### src/rtl/pix_page_xpose_pkg.sv
package pix_page_xpose_pkg;
  localparam int TILE = 8;

  typedef enum logic [1:0] {
    S_IDLE,
    S_FETCH,
    S_DRAIN,
    S_EMIT
  } xp_state_e;
endpackage

### src/rtl/pix_page_xpose_geom.sv
// Rectangle geometry: vertical snapping to pages, clipping, width limit.
module pix_page_xpose_geom #(
  parameter int DISP_H = 64,
  parameter int MAX_W  = 128,
  parameter int HW     = 7,
  parameter int WW     = 8,
  parameter int PGW    = 5
) (
  input  logic [HW-1:0]  y,
  input  logic [HW-1:0]  h,
  input  logic [WW-1:0]  w,
  output logic [HW-1:0]  rows,
  output logic [PGW-1:0] pages,
  output logic [PGW-1:0] pg0,
  output logic [WW-1:0]  weff,
  output logic           go
);
  localparam int SW = HW + 2;

  logic [SW-1:0] top_s, bot_raw, bot, rows_s, pages_s;

  always_comb begin
    top_s   = SW'(y) & ~SW'(7);
    bot_raw = (SW'(y) + SW'(h) + SW'(7)) & ~SW'(7);
    bot     = (bot_raw > SW'(DISP_H)) ? SW'(DISP_H) : bot_raw;
    rows_s  = (bot > top_s) ? (bot - top_s) : '0;
    pages_s = (rows_s + SW'(7)) >> 3;
    rows    = HW'(rows_s);
    pages   = PGW'(pages_s);
    pg0     = PGW'(top_s >> 3);
    weff    = (w > WW'(MAX_W)) ? WW'(MAX_W) : w;
    go      = (rows_s != '0) && (weff != '0);
  end
endmodule

### src/rtl/pix_page_xpose_tile.sv
// 8x8 bit tile: captures eight source bytes, hands out one column at a time.
module pix_page_xpose_tile (
  input  logic       clk,
  input  logic       rst,
  input  logic       cap_en,
  input  logic [2:0] cap_idx,
  input  logic       cap_keep,
  input  logic [7:0] cap_data,
  input  logic [2:0] col_sel,
  output logic [7:0] col_byte
);
  logic [7:0] rowq [8];

  always_ff @(posedge clk) begin
    if (rst) begin
      for (int i = 0; i < 8; i++) rowq[i] <= 8'h00;
    end else if (cap_en) begin
      rowq[cap_idx] <= cap_keep ? cap_data : 8'h00;
    end
  end

  for (genvar k = 0; k < 8; k++) begin : g_col
    assign col_byte[k] = rowq[k][col_sel];
  end
endmodule

### src/rtl/pix_page_xpose.sv
module pix_page_xpose #(
  parameter int DISP_H = 64,
  parameter int MAX_W  = 128,
  localparam int HW  = $clog2(DISP_H + 1),
  localparam int WW  = $clog2(MAX_W + 1),
  localparam int CW  = WW + 1,
  localparam int RW  = $clog2(DISP_H),
  localparam int NB  = (MAX_W + 7) / 8,
  localparam int BW  = (NB > 1) ? $clog2(NB) : 1,
  localparam int PGW = HW - 2
) (
  input  logic           clk,
  input  logic           rst,
  input  logic           start,
  input  logic [CW-1:0]  in_x,
  input  logic [WW-1:0]  in_w,
  input  logic [HW-1:0]  in_y,
  input  logic [HW-1:0]  in_h,
  output logic           busy,
  output logic           rd_en,
  output logic [RW-1:0]  rd_row,
  output logic [BW-1:0]  rd_byte,
  input  logic [7:0]     rd_data,
  output logic           out_valid,
  input  logic           out_ready,
  output logic [7:0]     out_data,
  output logic           out_eop,
  output logic [CW-1:0]  out_col,
  output logic [PGW-1:0] out_page
);
  import pix_page_xpose_pkg::*;

  xp_state_e st;

  logic [HW-1:0]  g_rows;
  logic [PGW-1:0] g_pages, g_pg0;
  logic [WW-1:0]  g_w;
  logic           g_go;

  logic [CW-1:0]  x_r;
  logic [WW-1:0]  w_r;
  logic [HW-1:0]  rows_r;
  logic [PGW-1:0] pages_r, pg0_r, pg_i;
  logic [BW-1:0]  by_i;
  logic [2:0]     k_i, c_i;

  logic           cap_en, cap_keep;
  logic [2:0]     cap_idx;
  logic [7:0]     col_byte;

  logic [HW-1:0]  row_base, rows_left;
  logic [WW:0]    col_base, cols_left;
  logic [3:0]     vrows, tcols;
  logic           last_col, last_byte, last_page, load;

  pix_page_xpose_geom #(
    .DISP_H(DISP_H), .MAX_W(MAX_W), .HW(HW), .WW(WW), .PGW(PGW)
  ) u_geom (
    .y(in_y), .h(in_h), .w(in_w),
    .rows(g_rows), .pages(g_pages), .pg0(g_pg0), .weff(g_w), .go(g_go)
  );

  pix_page_xpose_tile u_tile (
    .clk(clk), .rst(rst),
    .cap_en(cap_en), .cap_idx(cap_idx), .cap_keep(cap_keep), .cap_data(rd_data),
    .col_sel(c_i), .col_byte(col_byte)
  );

  always_comb begin
    row_base  = HW'({pg_i, 3'b000});
    rows_left = rows_r - row_base;
    vrows     = (rows_left >= HW'(8)) ? 4'd8 : 4'(rows_left);
    col_base  = (WW+1)'({by_i, 3'b000});
    cols_left = (WW+1)'(w_r) - col_base;
    tcols     = (cols_left >= (WW+1)'(8)) ? 4'd8 : 4'(cols_left);
    last_col  = ({1'b0, c_i} == (tcols - 4'd1));
    last_byte = ((col_base + (WW+1)'(8)) >= (WW+1)'(w_r));
    last_page = (pg_i == (pages_r - PGW'(1)));
    load      = (st == S_EMIT) && (!out_valid || out_ready);
    rd_en     = (st == S_FETCH) && ({1'b0, k_i} < vrows);
    rd_row    = RW'(row_base + HW'(k_i));
    rd_byte   = by_i;
    busy      = (st != S_IDLE) || out_valid;
  end

  // capture pipeline matching the one-cycle memory latency
  always_ff @(posedge clk) begin
    if (rst) begin
      cap_en   <= 1'b0;
      cap_keep <= 1'b0;
      cap_idx  <= 3'd0;
    end else begin
      cap_en   <= (st == S_FETCH);
      cap_keep <= rd_en;
      cap_idx  <= k_i;
    end
  end

  always_ff @(posedge clk) begin
    if (rst) begin
      st        <= S_IDLE;
      x_r       <= '0;
      w_r       <= '0;
      rows_r    <= '0;
      pages_r   <= '0;
      pg0_r     <= '0;
      pg_i      <= '0;
      by_i      <= '0;
      k_i       <= '0;
      c_i       <= '0;
      out_valid <= 1'b0;
      out_data  <= '0;
      out_eop   <= 1'b0;
      out_col   <= '0;
      out_page  <= '0;
    end else begin
      if (out_valid && out_ready && !load) out_valid <= 1'b0;
      unique case (st)
        S_IDLE: begin
          if (start && g_go && !out_valid) begin
            x_r     <= in_x;
            w_r     <= g_w;
            rows_r  <= g_rows;
            pages_r <= g_pages;
            pg0_r   <= g_pg0;
            pg_i    <= '0;
            by_i    <= '0;
            k_i     <= '0;
            st      <= S_FETCH;
          end
        end
        S_FETCH: begin
          k_i <= k_i + 3'd1;
          if (k_i == 3'd7) st <= S_DRAIN;
        end
        S_DRAIN: begin
          c_i <= '0;
          st  <= S_EMIT;
        end
        S_EMIT: begin
          if (load) begin
            out_valid <= 1'b1;
            out_data  <= col_byte;
            out_eop   <= last_col && last_byte;
            out_col   <= x_r + CW'(col_base) + CW'(c_i);
            out_page  <= pg0_r + pg_i;
            if (last_col) begin
              c_i <= '0;
              k_i <= '0;
              if (last_byte) begin
                by_i <= '0;
                if (last_page) begin
                  st <= S_IDLE;
                end else begin
                  pg_i <= pg_i + PGW'(1);
                  st   <= S_FETCH;
                end
              end else begin
                by_i <= by_i + BW'(1);
                st   <= S_FETCH;
              end
            end else begin
              c_i <= c_i + 3'd1;
            end
          end
        end
        default: st <= S_IDLE;
      endcase
    end
  end
endmodule

### config.mk
export PLATFORM = sky130hd
export DESIGN_NAME = pix_page_xpose
export DESIGN_NICKNAME = d
export VERILOG_FILES = /design/src/rtl/pix_page_xpose_pkg.sv /design/src/rtl/pix_page_xpose_geom.sv /design/src/rtl/pix_page_xpose_tile.sv /design/src/rtl/pix_page_xpose.sv
export SDC_FILE = /design/constraint.sdc
export NUM_CORES = 1
export LEC_CHECK = 0
export BUFFER_PORTS_ARGS = -buffer_cell sky130_fd_sc_hd__buf_2
export CAP_MARGIN = 20
export CORE_MARGIN = 10
export CORE_UTILIZATION = 59
export DETAILED_ROUTE_END_ITERATION = 8
export PLACE_DENSITY = 0.8
export REMOVE_ABC_BUFFERS = 1
export SLEW_MARGIN = 5
export SYNTH_ARGS = -nofsm -noshare
export SYNTH_HDL_FRONTEND = slang
export SYNTH_SLANG_ARGS = --single-unit
export TNS_END_PERCENT = 5
### constraint.sdc
create_clock -name clk -period 6.2 [get_ports clk]
set_clock_uncertainty 0.2 [all_clocks]
set_input_delay 1.24 -clock clk [delete_from_list [all_inputs] [get_ports clk]]
set_output_delay 1.24 -clock clk [all_outputs]
set_load 0.1 [all_outputs]
; Word-level counts from Yosys, hierarchy flattened
; Memories as Yosys holds them, arrays and structs flattened.
; Cells that the tools add are included.
[totals]
n_memories = 1
ramBits = 64
regBits = 79
out_inout_bits = 36
inputBits = 43
wordCells = 141
[op_classes]
eq_ne = 12
n_lt_le_gt_ge = 8
reduce_logical = 27
addsub = 17
mux = 58
[memory_table]
columns = memory, words, width, rd, rd_ports_with_merged_regs, wr, line
row1 = u_tile.rowq, 8, 8, 8, 0, 8, pix_page_xpose_tile.sv:12  ; logic [7:0] rowq [8];
[ops]
columns = operator, n
row1 = 2-to-1 mux 5 bit, 5
row2 = binary-select mux 1 bit (select 3 bit), 8
row3 = 2-to-1 mux 4 bit, 6
row4 = 2-to-1 mux 8 bit, 3
row5 = 2-to-1 mux 1 bit, 18
row6 = 2-to-1 mux 3 bit, 6
row7 = 2-to-1 mux 9 bit, 2
row8 = AND reduction 4 bit, 3
row9 = 2-to-1 mux 2 bit, 5
row10 = != test 2 bit (second input constant), 5
row11 = case mux 5 bit (2 select lines), 1
row12 = adder 9 x 3 -> 9 bit, 1
row13 = adder 9 x 3 -> 9 bit (second input constant), 1
row14 = adder 9 x 7 -> 9 bit, 1
row15 = greater-or-equal comparator 9 x 4 -> 1 bit (second input constant), 1
row16 = > comparator 9 x 7 -> 1 bit, 1
row17 = > comparator 9 x 7 -> 1 bit (second input constant), 1
row18 = case mux 3 bit (3 select lines), 1
row19 = nonzero test 9 bit, 1
row20 = subtractor 8 x 7 -> 9 bit, 1
row21 = subtractor 9 x 7 -> 9 bit, 1
row22 = adder 7 x 4 -> 8 bit (second input constant), 1
row23 = adder 7 x 7 -> 8 bit, 1
row24 = adder 8 x 3 -> 8 bit (second input constant), 1
row25 = other kinds (32), 47

; Logic depth before layout (Yosys ltp)
[depth]
depth_word = 12
ltp_mapped = 21
mapped_depth_nobuf = 19

; Hierarchy
; A second synthesis with hierarchy kept.
[hier_totals]
hier_cells = 805
hier_area_um2 = 7937.6
[modules_own_cells]
columns = mod, area_per_inst_um2, cells_per_inst, n_inst, seq_area_each_um2
row1 = pix_page_xpose, 4251.6, 521, 1, 1601.5
row2 = pix_page_xpose_tile, 2981.6, 194, 1, 1921.8
row3 = pix_page_xpose_geom, 704.4, 90, 1, 0.0

; Worst setup path after synthesis
; Ideal clock, no wire load.
[synth_timing]
kind = input to register
from = in in_y[0]
to = reg by_i[1] (netlist: rd_byte[1])
path_buffers = 1
setup_slack_ns = 1.172
setup_time_ns = 0.072
stages = 19
arrival_ns = 4.756
required_ns = 5.928
path_cell_list = ha_1 > fa_1 > a21oi_1 > nor2_1 > nor2_1 > o21bai_1 > a21oi_1 > o21ai_0 > or3_1 > ha_1 > inv_1 > fa_1 > nand3_1 > a21oi_1 > nand3_1 > or2_2 > buf_2 > o21ai_0 > mux2i_1
[synth_via]
elab_chain_len = 12
word_cells_on_any_way = 13
cone_classes = add/sub: 3 / order compare: 2 / eq/ne: 1 / mux: 2 / reduce/logical: 5
[synth_lines]
columns = element, line
row1 = start: declaration, pix_page_xpose.sv:17  ; input logic [HW-1:0] in_y,
row2 = adder 7 x 7 -> 8 bit (*), pix_page_xpose_geom.sv:24  ; bot_raw = (SW'(y) + SW'(h) + SW'(7)) & ~SW'(7);
row3 = adder 9 x 3 -> 9 bit (*), pix_page_xpose_geom.sv:24
row4 = > comparator 9 x 7 -> 1 bit, pix_page_xpose_geom.sv:25  ; bot = (bot_raw > SW'(DISP_H)) ? SW'(DISP_H) : bot_raw;
row5 = 2-to-1 mux 9 bit (*), pix_page_xpose_geom.sv:25
row6 = subtractor 9 x 7 -> 9 bit / > comparator 9 x 7 -> 1 bit (equally long branches), pix_page_xpose_geom.sv:26  ; rows_s = (bot > top_s) ? (bot - top_s) : '0;
row7 = 2-to-1 mux 9 bit (*), pix_page_xpose_geom.sv:26
row8 = nonzero test 9 bit (*), pix_page_xpose_geom.sv:32  ; go = (rows_s != '0) && (weff != '0);
row9 = logical AND 1 bit (*), pix_page_xpose_geom.sv:32
row10 = logical AND 1 bit (*) (2 in a row), pix_page_xpose.sv:120  ; if (start && g_go && !out_valid) begin
row11 = != test 2 bit (no line) (*), n/a
row12 = AND reduction 4 bit (no line) (*), n/a
row13 = end signal: assignment, pix_page_xpose.sv:159  ; by_i <= by_i + BW'(1);
row14 = end: declaration, pix_page_xpose.sv:44  ; logic [BW-1:0] by_i;
; Every way passes the cells marked *; elsewhere a longest branch is shown, timed or not.
; A chain may end at the register's enable or synchronous reset.

; Worst setup path in the final report
[layout_timing]
from = in in_y[0]
to = reg w_r[5]
[layout_via]
elab_chain_len = 11
word_cells_on_any_way = 12
cone_classes = add/sub: 3 / order compare: 2 / mux: 2 / reduce/logical: 5
[layout_lines]
columns = element, line
row1 = adder 7 x 7 -> 8 bit (*), pix_page_xpose_geom.sv:24
row2 = adder 9 x 3 -> 9 bit (*), pix_page_xpose_geom.sv:24
row3 = > comparator 9 x 7 -> 1 bit, pix_page_xpose_geom.sv:25
row4 = 2-to-1 mux 9 bit (*), pix_page_xpose_geom.sv:25
row5 = subtractor 9 x 7 -> 9 bit / > comparator 9 x 7 -> 1 bit (equally long branches), pix_page_xpose_geom.sv:26
row6 = 2-to-1 mux 9 bit (*), pix_page_xpose_geom.sv:26
row7 = nonzero test 9 bit (*), pix_page_xpose_geom.sv:32
row8 = logical AND 1 bit (*), pix_page_xpose_geom.sv:32
row9 = logical AND 1 bit (*) (2 in a row), pix_page_xpose.sv:120
row10 = AND reduction 2 bit (no line) (*), n/a
row11 = end signal: assignment, pix_page_xpose.sv:122  ; w_r <= g_w;
row12 = end: declaration, pix_page_xpose.sv:41  ; logic [WW-1:0] w_r;
; Marked as above.

==> flow_metrics.env <==
export IMPL_status="completed"
export IMPL_ioPinCount=79
export IMPL_num_rows=40
export IMPL_drt_initial_drc_count=348
export IMPL_reg2reg_depth=12
export IMPL_syn_area_mm2=0.007203
export IMPL_clock_path_buffers=2
export IMPL_drt_total_wl_um=16750
export IMPL_antenna_found_initial=0
export IMPL_post_route_period_util_pct=89.70
export IMPL_avgSynthCellArea_um2=10.10
export IMPL_fmax_mhz=179.8
export IMPL_critPathKind="in2reg"
export IMPL_synth_async_reset_ratio_pct=0
export IMPL_slew_headroom_pct=32.39
export IMPL_rsz0062_at_grt="no"
export IMPL_dr_total_vias=5576
export IMPL_critPathArrivalTime_ns=5.71
export IMPL_dp_cells=913
export IMPL_port_buffers=78
export IMPL_grt_overflow=0
export IMPL_grt_pass1_vias=5735
export IMPL_netlist_cell_type_count=61
export IMPL_start_util_pct=60.22
export IMPL_required_ns=6.35
export IMPL_setup_tns_final_ns=0
export IMPL_finalCriticalPeriod_ns=5.562
export IMPL_vias_per_cell=5.901
export IMPL_dr_pass1_iters=5
export IMPL_hold_path_depth=2
export IMPL_p_per_area_mw_per_mm2=306.0
export IMPL_ff_latch_area_mm2=0.003363
export IMPL_fin_nets=880
export IMPL_nFillCells=900
export IMPL_yosysSeqAreaShare_pct=46.69
export IMPL_fin_cells=945
export IMPL_grt_usage_pct=20.81
export IMPL_cts_buffers=17
export IMPL_tightest_slew_ns=1.013
export IMPL_syn2layout_area_growth_pct=14.54
export IMPL_drv_slew=0
export IMPL_synth_edf_count=64
export IMPL_die_area_mm2=0.01703
export IMPL_die_y_um=130.5
export IMPL_drive_above_1_share_pct=17.29
export IMPL_cts_sinks=136
export IMPL_drc=0
export IMPL_gp_congestion=0.8505
export IMPL_fin_hold_ws_ns=0.2516
export IMPL_core_mm2=0.01196
export IMPL_ir_drop_v=0.0002190
export IMPL_hold_viol=0
export IMPL_grt_first_pass_wirelength_um=27850
export IMPL_insertion_delay_ns=0.42
export IMPL_cts_htree_levels=4
export IMPL_synth_seq_cells=136
export IMPL_die_x_um=130.5
export IMPL_grt_max_degree=47
export IMPL_cts_tree="yes"
export IMPL_ant_nets=0
export IMPL_finalSetupViolations=0
export IMPL_syn_instance_count=713
export IMPL_critPathMaxFanout=22
export IMPL_hp_class="reg2reg"
export IMPL_maxCapViolCount=0
export IMPL_yosys_warnings=0
export IMPL_cts_clk_slew_worst_paths_ns=0.06
export IMPL_n_antenna_cell=0
export IMPL_power_leakage_nw=3.250
export IMPL_dpl_hpwl_um=11830
export IMPL_multi_input_area_mm2=0.003568
export IMPL_clock_root_buffer="clkbuf_16"
export IMPL_endpoint_kind="flip-flop"
export IMPL_synth_main_ff_cell="dfxtp_1"
export IMPL_cts_setup_buffers=0
export IMPL_postCtsResizedCells=0
export IMPL_cts_hold_buf=0
export IMPL_wire_per_inst_um=17.73
export IMPL_critPathLaunchType="input port"
==> cell families (layout without fill, tap and decap cells) <==
logic type,count (synthesis),after routing,share of synthesized area (%)
flip-flops,136,136,46.69
multiplexers,31,31,7.139
AO/OA/AOI/OAI,126,126,11.26
adder cells (fa/ha/maj),52,52,9.658
AND/OR/NAND/NOR,274,274,18.19
buffers and inverters,68,153,3.804
XOR/XNOR,26,26,3.266
==> Yosys cell counts (all sizes together), types with 5 or more instances <==
library cell  number  area [um^2]
a211oi            10        75.07
a21boi             6        45.04
a21o               9        67.56
a21oi             57        289.0
a31oi              5        31.28
and2               6        37.54
buf               12        63.81
clkbuf            17        63.81
dfxtp             72         1441
edfxtp            64         1922
fa                 6        120.1
ha                46        575.6
inv               38        142.6
mux2i             12        120.1
mux4              16        360.4
nand2             81        304.0
nand2b            20        125.1
nand3             11        55.05
nand3b            15        112.6
nor2              95        356.6
nor2b             10        62.56
nor3               5        25.02
o211ai             5        37.54
o21ai             10        50.04
o31ai              5        37.54
or3                5        31.28
xnor2             14        130.1
xor2              12        105.1
==> registers in the layout, summed over array words and instances (netlist names), 2 cells and up <==
name,cells
out_data,8
pg_i,5
k_i,3
out_col,9
pages_r,5
out_page,5
c_i,3
w_r,8
st,2
u_tile.rowq,64
x_r,9
rd_byte,4
pg0_r,4
cap_idx,3
==> path summary, 6_finish.rpt <==
kind | startpoint | endpoint | slack [ns]
hold / removal | out_col[7]$_SDFFE_PP0P_ | out_col[7]$_SDFFE_PP0P_ | 0.25
hold reg to reg | out_col[7]$_SDFFE_PP0P_ | out_col[7]$_SDFFE_PP0P_ | 0.25
setup / recovery | in_y[0] | w_r[5]$_SDFFE_PP0P_ | 0.64
setup reg to reg | rd_byte[0]$_SDFFE_PP0P_ | pg_i[4]$_SDFFE_PP0P_ | 2.10
==> metal layers <==
| metal | track usage [%] | share of wire [%] |
|---|---|---|
| met1 | 24.12 | 41 |
| met2 | 36.34 | 51 |
| met3 | 4.432 | 6.0 |
| met4 | 9.156 | 2.1 |
| met5 | 0 | 0 |
==> layout by cell type, fill, tap and decap left out, types with 4 or more instances in the layout <==
cell type   n
a211oi_1   10
a21o_1      9
a21oi_1    56
a31oi_1     5
and2_1      6
buf_2      78
buf_4       4
clkbuf_16  17
clkinv_4    4
dfxtp_1    72
edfxtp_1   64
fa_1        6
ha_1       46
inv_1      38
inv_6       5
mux2i_1    12
mux4_2     16
nand2_1    81
nand2b_1   20
nand3_1    11
nand3b_1   15
nor2_1     94
nor2b_1    10
nor3_1      5
nor3b_1     4
o211ai_1    5
o21ai_0     9
o21bai_1    4
o31ai_1     5
or3_1       5
or4_1       4
xnor2_1    13
xor2_1     12
==> worst max-delay path: stages <==
cell and delay, ns:
buf_2 0.10, ha_1 0.23, fa_1 0.43, a21oi_1 0.14
nor2_1 0.05, nor2_1 0.19, o21bai_1 0.10, a21oi_1 0.14
o21ai_0 0.17, or3_1 0.41, ha_1 0.20, inv_1 0.07
fa_1 0.21, nand3_1 0.11, a21oi_1 0.28, nand3_1 0.17
or2_2 0.48, inv_1 0.65, nand3b_1 0.16, a21oi_1 0.18
==> through the flow <==
stage               cell area [um^2]  setup slack (ns)  total power, mW  util [%]
detailed placement              7682            0.2805            1.570     64.23
CTS                             8250            0.7078            2.534     68.97
global placement                7682            0.5957            1.543     64.23
floorplan                       7076             1.060            1.434         -
finish                          8250            0.6385            2.525     68.97
global route                    8250            0.3644            2.630     68.97
==> cell type report <==
cell class | count | share of cell area (%)
clock inverters | 15 | 1.729
flip-flops and latches | 136 | 40.76
inverters | 39 | 1.774
multi-input cells | 509 | 43.25
clock buffers | 17 | 5.156
repair buffers | 82 | 5.096
well taps | 147 | 2.229
==> report_power, final <==
group	switching, mW	total [mW]	internal, mW
combinational	0.358	0.532	0.174
clock	0.408	0.966	0.559
sequential	0.0349	1.03	0.992
(Power assumes the default switching activity.)
